## src/rtl/pnp_card_pkg.sv

```systemverilog
package pnp_card_pkg;
  localparam int DW = 8;

  typedef enum logic [1:0] {
    ST_LOCKED  = 2'd0,
    ST_SLEEP   = 2'd1,
    ST_ISOLATE = 2'd2,
    ST_CONFIG  = 2'd3
  } cardState_e;

  localparam logic [DW-1:0] IDX_RDPORT = 8'h00;
  localparam logic [DW-1:0] IDX_CTRL   = 8'h02;
  localparam logic [DW-1:0] IDX_WAKE   = 8'h03;
  localparam logic [DW-1:0] IDX_RES    = 8'h04;
  localparam logic [DW-1:0] IDX_STAT   = 8'h05;
  localparam logic [DW-1:0] IDX_CSN    = 8'h06;
  localparam logic [DW-1:0] IDX_LDN    = 8'h07;

  // control-bit positions inside the control register
  localparam int CB_DEVRST = 0;
  localparam int CB_LOCK   = 1;
  localparam int CB_CSNCLR = 2;

  typedef struct packed {
    logic setRdPort;
    logic setCsn;
    logic clrCsn;
    logic setLdn;
    logic devDflt;
    logic resNext;
    logic resRewind;
  } dpStrobe_t;
endpackage

```

## src/rtl/pnp_card_fsm.sv

```systemverilog
module pnp_card_fsm
  import pnp_card_pkg::*;
(
  input  logic          clk,
  input  logic          rstN,
  input  logic          keyOk,
  input  logic          addrWe,
  input  logic          dataWe,
  input  logic          dataRe,
  input  logic [DW-1:0] wrData,
  input  logic [DW-1:0] csnQ,
  output cardState_e    stateQ,
  output logic [DW-1:0] idxQ,
  output dpStrobe_t     strb
);
  cardState_e stateD;
  logic wrOk;
  logic hitCtrl;
  logic hitWake;

  assign wrOk    = dataWe && (stateQ != ST_LOCKED);
  assign hitCtrl = wrOk && (idxQ == IDX_CTRL);
  assign hitWake = wrOk && (idxQ == IDX_WAKE);

  always_comb begin
    strb           = '0;
    strb.setRdPort = wrOk && (idxQ == IDX_RDPORT);
    strb.devDflt   = hitCtrl && wrData[CB_DEVRST];
    strb.clrCsn    = hitCtrl && wrData[CB_CSNCLR];
    strb.setCsn    = wrOk && (idxQ == IDX_CSN) &&
                     (stateQ == ST_ISOLATE || stateQ == ST_CONFIG);
    strb.setLdn    = wrOk && (idxQ == IDX_LDN) && (stateQ == ST_CONFIG);
    strb.resRewind = hitWake;
    strb.resNext   = dataRe && (stateQ == ST_CONFIG) && (idxQ == IDX_RES);
  end

  always_comb begin
    stateD = stateQ;
    if (stateQ == ST_LOCKED && keyOk) begin
      stateD = ST_SLEEP;
    end else if (hitCtrl && wrData[CB_LOCK]) begin
      stateD = ST_LOCKED;
    end else if (hitWake && stateQ == ST_SLEEP && wrData == csnQ) begin
      stateD = (wrData == '0) ? ST_ISOLATE : ST_CONFIG;
    end
  end

  always_ff @(posedge clk or negedge rstN) begin
    if (!rstN) begin
      stateQ <= ST_LOCKED;
      idxQ   <= '0;
    end else begin
      stateQ <= stateD;
      if (addrWe) idxQ <= wrData;
    end
  end
endmodule

```

## src/rtl/pnp_card_dp.sv

```systemverilog
module pnp_card_dp
  import pnp_card_pkg::*;
#(
  parameter int RES_LEN  = 6,
  parameter int ROM_SEED = 60,
  parameter int ROM_STEP = 29,
  parameter int PORT_LSB = 2
) (
  input  logic                   clk,
  input  logic                   rstN,
  input  dpStrobe_t              strb,
  input  cardState_e             stateQ,
  input  logic [DW-1:0]          idxQ,
  input  logic [DW-1:0]          wrData,
  output logic [DW-1:0]          csnQ,
  output logic [DW-1:0]          ldnQ,
  output logic [DW+PORT_LSB-1:0] rdPortQ,
  output logic                   devRstQ,
  output logic                   resReady,
  output logic [DW-1:0]          rdData
);
  localparam int PW = $clog2(RES_LEN + 1);
  localparam logic [PW-1:0] PTR_END = PW'(RES_LEN);

  logic [PW-1:0] ptrQ;
  logic          busyQ;
  logic [DW-1:0] romByte;

  assign resReady = !busyQ && (ptrQ < PTR_END);
  assign romByte  = DW'(32'(ROM_SEED) + 32'(ROM_STEP) * 32'(ptrQ));

  always_ff @(posedge clk or negedge rstN) begin
    if (!rstN) begin
      csnQ    <= '0;
      ldnQ    <= '0;
      rdPortQ <= '0;
      devRstQ <= 1'b0;
      ptrQ    <= '0;
      busyQ   <= 1'b0;
    end else begin
      devRstQ <= strb.devDflt;
      if (strb.clrCsn)      csnQ <= '0;
      else if (strb.setCsn) csnQ <= wrData;
      if (strb.setLdn)      ldnQ <= wrData;
      if (strb.setRdPort)   rdPortQ <= {wrData, {PORT_LSB{1'b0}}};
      if (strb.resRewind) begin
        ptrQ  <= '0;
        busyQ <= 1'b0;
      end else if (strb.resNext && resReady) begin
        ptrQ  <= ptrQ + 1'b1;
        busyQ <= 1'b1;
      end else begin
        busyQ <= 1'b0;
      end
    end
  end

  always_comb begin
    rdData = '0;
    if (stateQ == ST_CONFIG) begin
      unique case (idxQ)
        IDX_RES:  rdData = resReady ? romByte : '0;
        IDX_STAT: rdData = {{(DW-1){1'b0}}, resReady};
        IDX_CSN:  rdData = csnQ;
        IDX_LDN:  rdData = ldnQ;
        default:  rdData = '0;
      endcase
    end
  end
endmodule

```

## src/rtl/pnp_card_ctrl.sv

```systemverilog
module pnp_card_ctrl
  import pnp_card_pkg::*;
#(
  parameter int RES_LEN  = 6,
  parameter int ROM_SEED = 60,
  parameter int ROM_STEP = 29,
  parameter int PORT_LSB = 2
) (
  input  logic        clk,
  input  logic        rstN,
  input  logic        keyOk,
  input  logic        addrWe,
  input  logic        dataWe,
  input  logic        dataRe,
  input  logic [7:0]  wrData,
  output logic [7:0]  rdData,
  output logic [1:0]  cardState,
  output logic [7:0]  csn,
  output logic [7:0]  ldn,
  output logic [9:0]  readPortAddr,
  output logic        devReset
);
  cardState_e    stateQ;
  logic [DW-1:0] idxQ;
  dpStrobe_t     strb;
  logic          resReady;

  pnp_card_fsm u_ctrl (
    .clk(clk), .rstN(rstN), .keyOk(keyOk), .addrWe(addrWe),
    .dataWe(dataWe), .dataRe(dataRe), .wrData(wrData), .csnQ(csn),
    .stateQ(stateQ), .idxQ(idxQ), .strb(strb)
  );

  pnp_card_dp #(
    .RES_LEN(RES_LEN), .ROM_SEED(ROM_SEED),
    .ROM_STEP(ROM_STEP), .PORT_LSB(PORT_LSB)
  ) u_dp (
    .clk(clk), .rstN(rstN), .strb(strb), .stateQ(stateQ), .idxQ(idxQ),
    .wrData(wrData), .csnQ(csn), .ldnQ(ldn), .rdPortQ(readPortAddr),
    .devRstQ(devReset), .resReady(resReady), .rdData(rdData)
  );

  assign cardState = stateQ;
endmodule

```

## config.mk

```make
export PLATFORM = sky130hd
export DESIGN_NAME = pnp_card_ctrl
export DESIGN_NICKNAME = d
export VERILOG_FILES = /design/src/rtl/pnp_card_pkg.sv /design/src/rtl/pnp_card_fsm.sv /design/src/rtl/pnp_card_dp.sv /design/src/rtl/pnp_card_ctrl.sv
export SDC_FILE = /design/constraint.sdc
export NUM_CORES = 1
export LEC_CHECK = 0
export BUFFER_PORTS_ARGS = -buffer_cell sky130_fd_sc_hd__buf_4
export CAP_MARGIN = 25
export CORE_MARGIN = 1.5
export CORE_UTILIZATION = 24
export CTS_CLUSTER_SIZE = 28
export DETAILED_ROUTE_END_ITERATION = 10
export HOLD_SLACK_MARGIN = 0.06
export PLACE_DENSITY = 0.52
export SYNTH_ARGS = -nofsm -noshare
export SYNTH_HDL_FRONTEND = slang
export SYNTH_HIERARCHICAL = 1
export SYNTH_SLANG_ARGS = --single-unit
export TNS_END_PERCENT = 50
```

## constraint.sdc

```tcl
create_clock -name clk -period 6.25 [get_ports clk]
set_input_delay 1.25 -clock clk [delete_from_list [all_inputs] [get_ports clk]]
set_output_delay 1.25 -clock clk [all_outputs]
set_load 0.01 [all_outputs]
```

* Word level (Yosys, flattened, before mapping)
Cells that the tools add are included.
Cells by class: add/sub/neg operators 2, multiply operators 1, order comparisons 1, eq/ne operators 10, muxes and demuxes 13, reductions and logical operators 27
Operator list (count):
- 8-bit by 3-bit equality test with 1-bit output, second input constant | 4
- 8-bit two-way mux | 4
- 8-bit one-hot mux with 4 select lines | 1
- 1-bit logical AND | 18
- 8-bit by 2-bit equality test with 1-bit output, second input constant | 2
- 8-bit zero test | 2
- 6-bit by 8-bit adder with 8-bit output, first input constant | 1
- 8-bit equality test | 1
- 5-bit by 3-bit multiplier with 8-bit output, first input constant | 1
- 2-bit two-way mux | 3
- 3-bit two-way mux | 2
- 2-bit nonzero test | 3
- 2-bit equality test, second input constant | 2
- 3-bit by 1-bit adder with 3-bit output, second input constant | 1
- 3-bit less-than comparator, second input constant | 1
- 1-bit two-way mux | 3
- 3-bit nonzero test | 1
- 2-bit by 1-bit equality test with 1-bit output, second input constant | 1
- 2-bit zero test | 1
- 1-bit zero test | 1
- 1-bit logical OR | 1
Word-level totals: register bits after elaboration 39, input bits 14, output and inout bits 37, word-level logic and storage cells 62

* Longest topological paths before layout
word-level depth 8, depth in mapped cells 9, gate-level depth less buffers 9

* Hierarchy
The synthesis kept the hierarchy.
Modules (own cells, without submodules):
- pnp_card_dp | times used 1, cells an instance 147, area an instance 1682.9 um^2, seq. area each 725.7 um^2
- pnp_card_fsm | times used 1, cells an instance 62, area an instance 659.4 um^2, seq. area each 250.2 um^2

* Worst setup path before layout
Ideal clock, no wire load.
kind register -> output, start point register u_dp.ptrQ[0], end point output rdData[7], arrival time 2.172 ns, required time 5.000 ns, slack 2.828 ns, stages on the path, launching flop included 10, path buffers 0, cells stage by stage dfrtp_1 > inv_1 > fa_1 > inv_1 > ha_1 > fa_1 > nand3_1 > a211o_1 > a32oi_1 > nor2_1
Between the ends: longest elaborated chain between the ends 5, elaborated cells between the ends (all ways) 7, those cells by class 1 x add/sub; 1 x mul; 1 x order compare; 3 x mux; 1 x reduce/logical
Ends and longest elaborated chain:
- start, declared | line pnp_card_dp.sv:25 | logic [PW-1:0] ptrQ;
- start signal, assigned | line pnp_card_dp.sv:50 | ptrQ <= ptrQ + 1'b1;
- 5-bit by 3-bit multiplier with 8-bit output / 3-bit less-than comparator (equally long branches) | line pnp_card_dp.sv:30, pnp_card_dp.sv:29
- 6-bit by 8-bit adder with 8-bit output / 1-bit logical AND (equally long branches) | line pnp_card_dp.sv:30, pnp_card_dp.sv:29
- 8-bit two-way mux (*) | line pnp_card_dp.sv:62 | IDX_RES: rdData = resReady ? romByte : '0;
- 8-bit one-hot mux with 4 select lines (*) | line pnp_card_dp.sv:61 | unique case (idxQ)
- 8-bit two-way mux (*) | line pnp_card_dp.sv:60 | if (stateQ == ST_CONFIG) begin
- end, declared | line pnp_card_ctrl.sv:16 | output logic [7:0] rdData,
Mark *: on every way between the ends. The rest lies on a longest branch, timed or not.

* Worst setup path in the final report
start point register u_dp.ptrQ[1], end point output rdData[7]
The elaborated chain is that of the path after synthesis.

==> impl_metrics.yaml <==
synthesis:
  yosysMostFrequentCell: "dfrtp_1"
  synthArstFlopShare_pct: 100
  yosys.area.top_type: "dfrtp_1"
  synthTopCellsByCount: "dfrtp_1, mux2_2, nor2_1"
  synth_edf_count: 0
  ys_top_cells_by_area: "dfrtp_1, mux2_2, ha_1"
  synth-seq-cells: 39
  ys.flop_type: "dfrtp_1"
  ys_seq_area_share_pct: 41.7
  ys_types: 44
  syn_area_mm2: 0.00234
  syn_inst: 209
  ys_warn_count: 6
  syn_avg_cell_area_um2: 11.2
  synth_top_area_share_pct: 41.7
route:
  drt-wirelength-per-cell_um: 15.1
  drtAntennaViolNets: 0
  wl_um: 5830
  drc: 0
  dr_total_vias: 1736
  avgViaCountPerCell: 4.51
  drt_iter0_drc: 79
  dr.pass1.iters: 4
timing:
  slew_viol_final: 0
  relSlewSlack_pct: 36.6
  setup_violations: 0
  period_needed_ns: 4.02
  hold_viol: 0
  tightestPinTransition_ns: 0.948
  fin_tns_setup_ns: 0
  skew_ns: 0.00629
  rsz0062_at_grt: "no"
  finalCritPeriodShare_pct: 64.3
  fmax_mhz: 249
  worst_slack_ns: 2.23
critical_path:
  end_kind: "primary output"
  cp-start-kind: "flip-flop"
  r2r_slack_ns: 3.96
  worst-path-max-fanout: 11
  arrival_ns: 2.77
  required_ns: 5.00
  worst-setup-path-type: "flip-flop to primary output"
power:
  switching_share_pct: 30.0
  intPower_mw: 0.388
  clkPwrFrac_pct: 31.5
  comb_power_share_pct: 17.0
  sequentialPowerShare_pct: 51.5
  power.switching_mw: 0.166
  peakVddDrop_v: 0.0000768
  leakage_nw: 1.29
  pwr_density_cell_mw_per_mm2: 191
floorplan:
  fp.dieArea_mm2: 0.0104
  core_mm2: 0.00937
  rows: 35
  start_util_pct: 25.0
  dieWidth_um: 102
  die_y_um: 102
  io_pins: 51
placement:
  gp_congestion: 0.786
  dp_slack_ns: 2.55
  dpl.hpwl_um: 4400
  portBuffers: 48
  place_inst: 377
clocking:
  numCtsBuffers: 5
  cts_htree_levels: 2
  clock_latency_ns: 0.30
  clock-root-buffer: "clkbuf_8"
  cts_buffer_depth: 2
  post-cts-setup-buffers: 0
  cts.sinks: 39
  postCtsHoldBufs: 0
  path_clk_slew_ns: 0.08
  postCtsResizedCells: 0
  cts_tree: "yes"
global_route:
  grt_pass1_vias: 1800
  grt_max_degree: 40
  grt_antenna_before_repair: 0
  grt_pass1_wl_um: 9610
  grt_usage_pct: 12.2
  overflow: 0
run:
  drv_cap: 0
hold_path:
  hold_class: "flip-flop to flip-flop"
cells_and_area:
  drive_gt1_share_pct: 38.3
  final_cells: 385
  area_growth_pct: 23.7
  fin_util_pct: 30.9
  nets: 282
  nFillCells: 1012
  antennaDiodeCount: 0
status:
  status: "finished clean"
power groups by stage:
| stage | registers, mW | logic (mW) | clock network (mW) |
|---|---|---|---|
| 3_3_place_gp | 0.290 | 0.0947 | 0 |
| 6_report | 0.285 | 0.0944 | 0.174 |
| 2_1_floorplan | 0.287 | 0.0570 | 0 |
| 3_5_place_dp | 0.291 | 0.0946 | 0 |
| 5_1_grt | 0.288 | 0.107 | 0.189 |
| 4_1_cts | 0.286 | 0.0951 | 0.180 |
worst max-delay path: stages (launching register included):
cell     delay, ns
dfrtp_1       0.60
inv_1         0.10
ha_1          0.32
xnor2_1       0.14
xnor2_1       0.28
fa_1          0.27
nand3_1       0.11
a211o_1       0.26
a32oi_1       0.19
nor2_1        0.06
buf_4         0.14
path summary, 6_finish.rpt:
path                                        end  cells after the start       startpoint
worst min register to register  u_dp/rdPortQ[4]                      1  u_dp/rdPortQ[4]
min in group asynchronous       u_dp/rdPortQ[3]                      1             rstN
worst min-delay path            u_dp/rdPortQ[4]                      1  u_dp/rdPortQ[4]
worst max register to register     u_dp/csnQ[2]                      5   u_ctrl/idxQ[5]
max in group asynchronous          u_dp/ptrQ[1]                      1             rstN
worst max-delay path                  rdData[7]                     10     u_dp/ptrQ[1]
registers in the layout, summed over array words and instances, names as in the netlist:
register,cells
u_dp/devRstQ,1
u_dp/busyQ,1
u_dp/ptrQ,3
u_dp/ldnQ,8
u_dp/rdPortQ,8
u_ctrl/stateQ,2
u_ctrl/idxQ,8
u_dp/csnQ,8
cells by family (layout without fill, tap and decap cells):
logic type               Yosys count  after routing  share of synthesized area [%]
flip-flops                        39             39                           41.7
other                              1              2                          0.160
AO/OA/AOI/OAI                     21             21                           6.04
AND/OR/NAND/NOR                   64             64                           16.6
adder cells (fa/ha/maj)           13             13                           7.91
buffers and inverters             18             64                           3.95
XOR/XNOR                          13             13                           4.86
multiplexers                      40             40                           18.8
through the flow:
stage | cell area [um2] | hold slack [ns] | total power, mW
after floorplan | 2350 | 0.519 | 0.344
after global placement | 2810 | 0.498 | 0.385
after detailed placement | 2810 | 0.498 | 0.385
after CTS | 2900 | 0.523 | 0.561
after global routing | 2900 | 0.541 | 0.584
final | 2900 | 0.518 | 0.554
final cells by class:
cell class                      instances  area (um2)  area share, %
Timing Repair Buffer                   49         368           12.7
Multi-Input combinational cell        153        1280           44.1
Clock buffer                            5        68.8           2.37
Tap cell                              129         161           5.57
Inverter                                7        26.3          0.907
Sequential cell                        39         976           33.7
Clock inverter                          3        20.0          0.691
cells in the final DEF (no fill, tap or decap), types with 2 or more instances in the layout:
| cell type | count |
|---|---|
| buf_4 | 49 |
| dfrtp_1 | 39 |
| mux2_2 | 32 |
| nor2_1 | 24 |
| ha_1 | 10 |
| nand2_1 | 9 |
| xnor2_1 | 9 |
| mux2i_1 | 8 |
| inv_1 | 7 |
| a21oi_1 | 7 |
| clkbuf_8 | 5 |
| nand3_1 | 5 |
| a22oi_1 | 5 |
| nor4_1 | 4 |
| xor2_1 | 4 |
| nor4_4 | 3 |
| fa_1 | 3 |
| clkinvlp_4 | 2 |
| nand3b_1 | 2 |
| and2_1 | 2 |
| and3_1 | 2 |
| nor3_1 | 2 |
| o211ai_1 | 2 |
| conb_1 | 2 |
per-layer routing:
metal	part of all wire, %	global-route usage [%]	up-vias
li1	-	-	823
met1	46	16.5	857
met2	47	19.6	47
met3	4.9	2.21	9
met4	1.6	3.95	0
met5	0	0	-
Power figures use the tool's default switching activity.
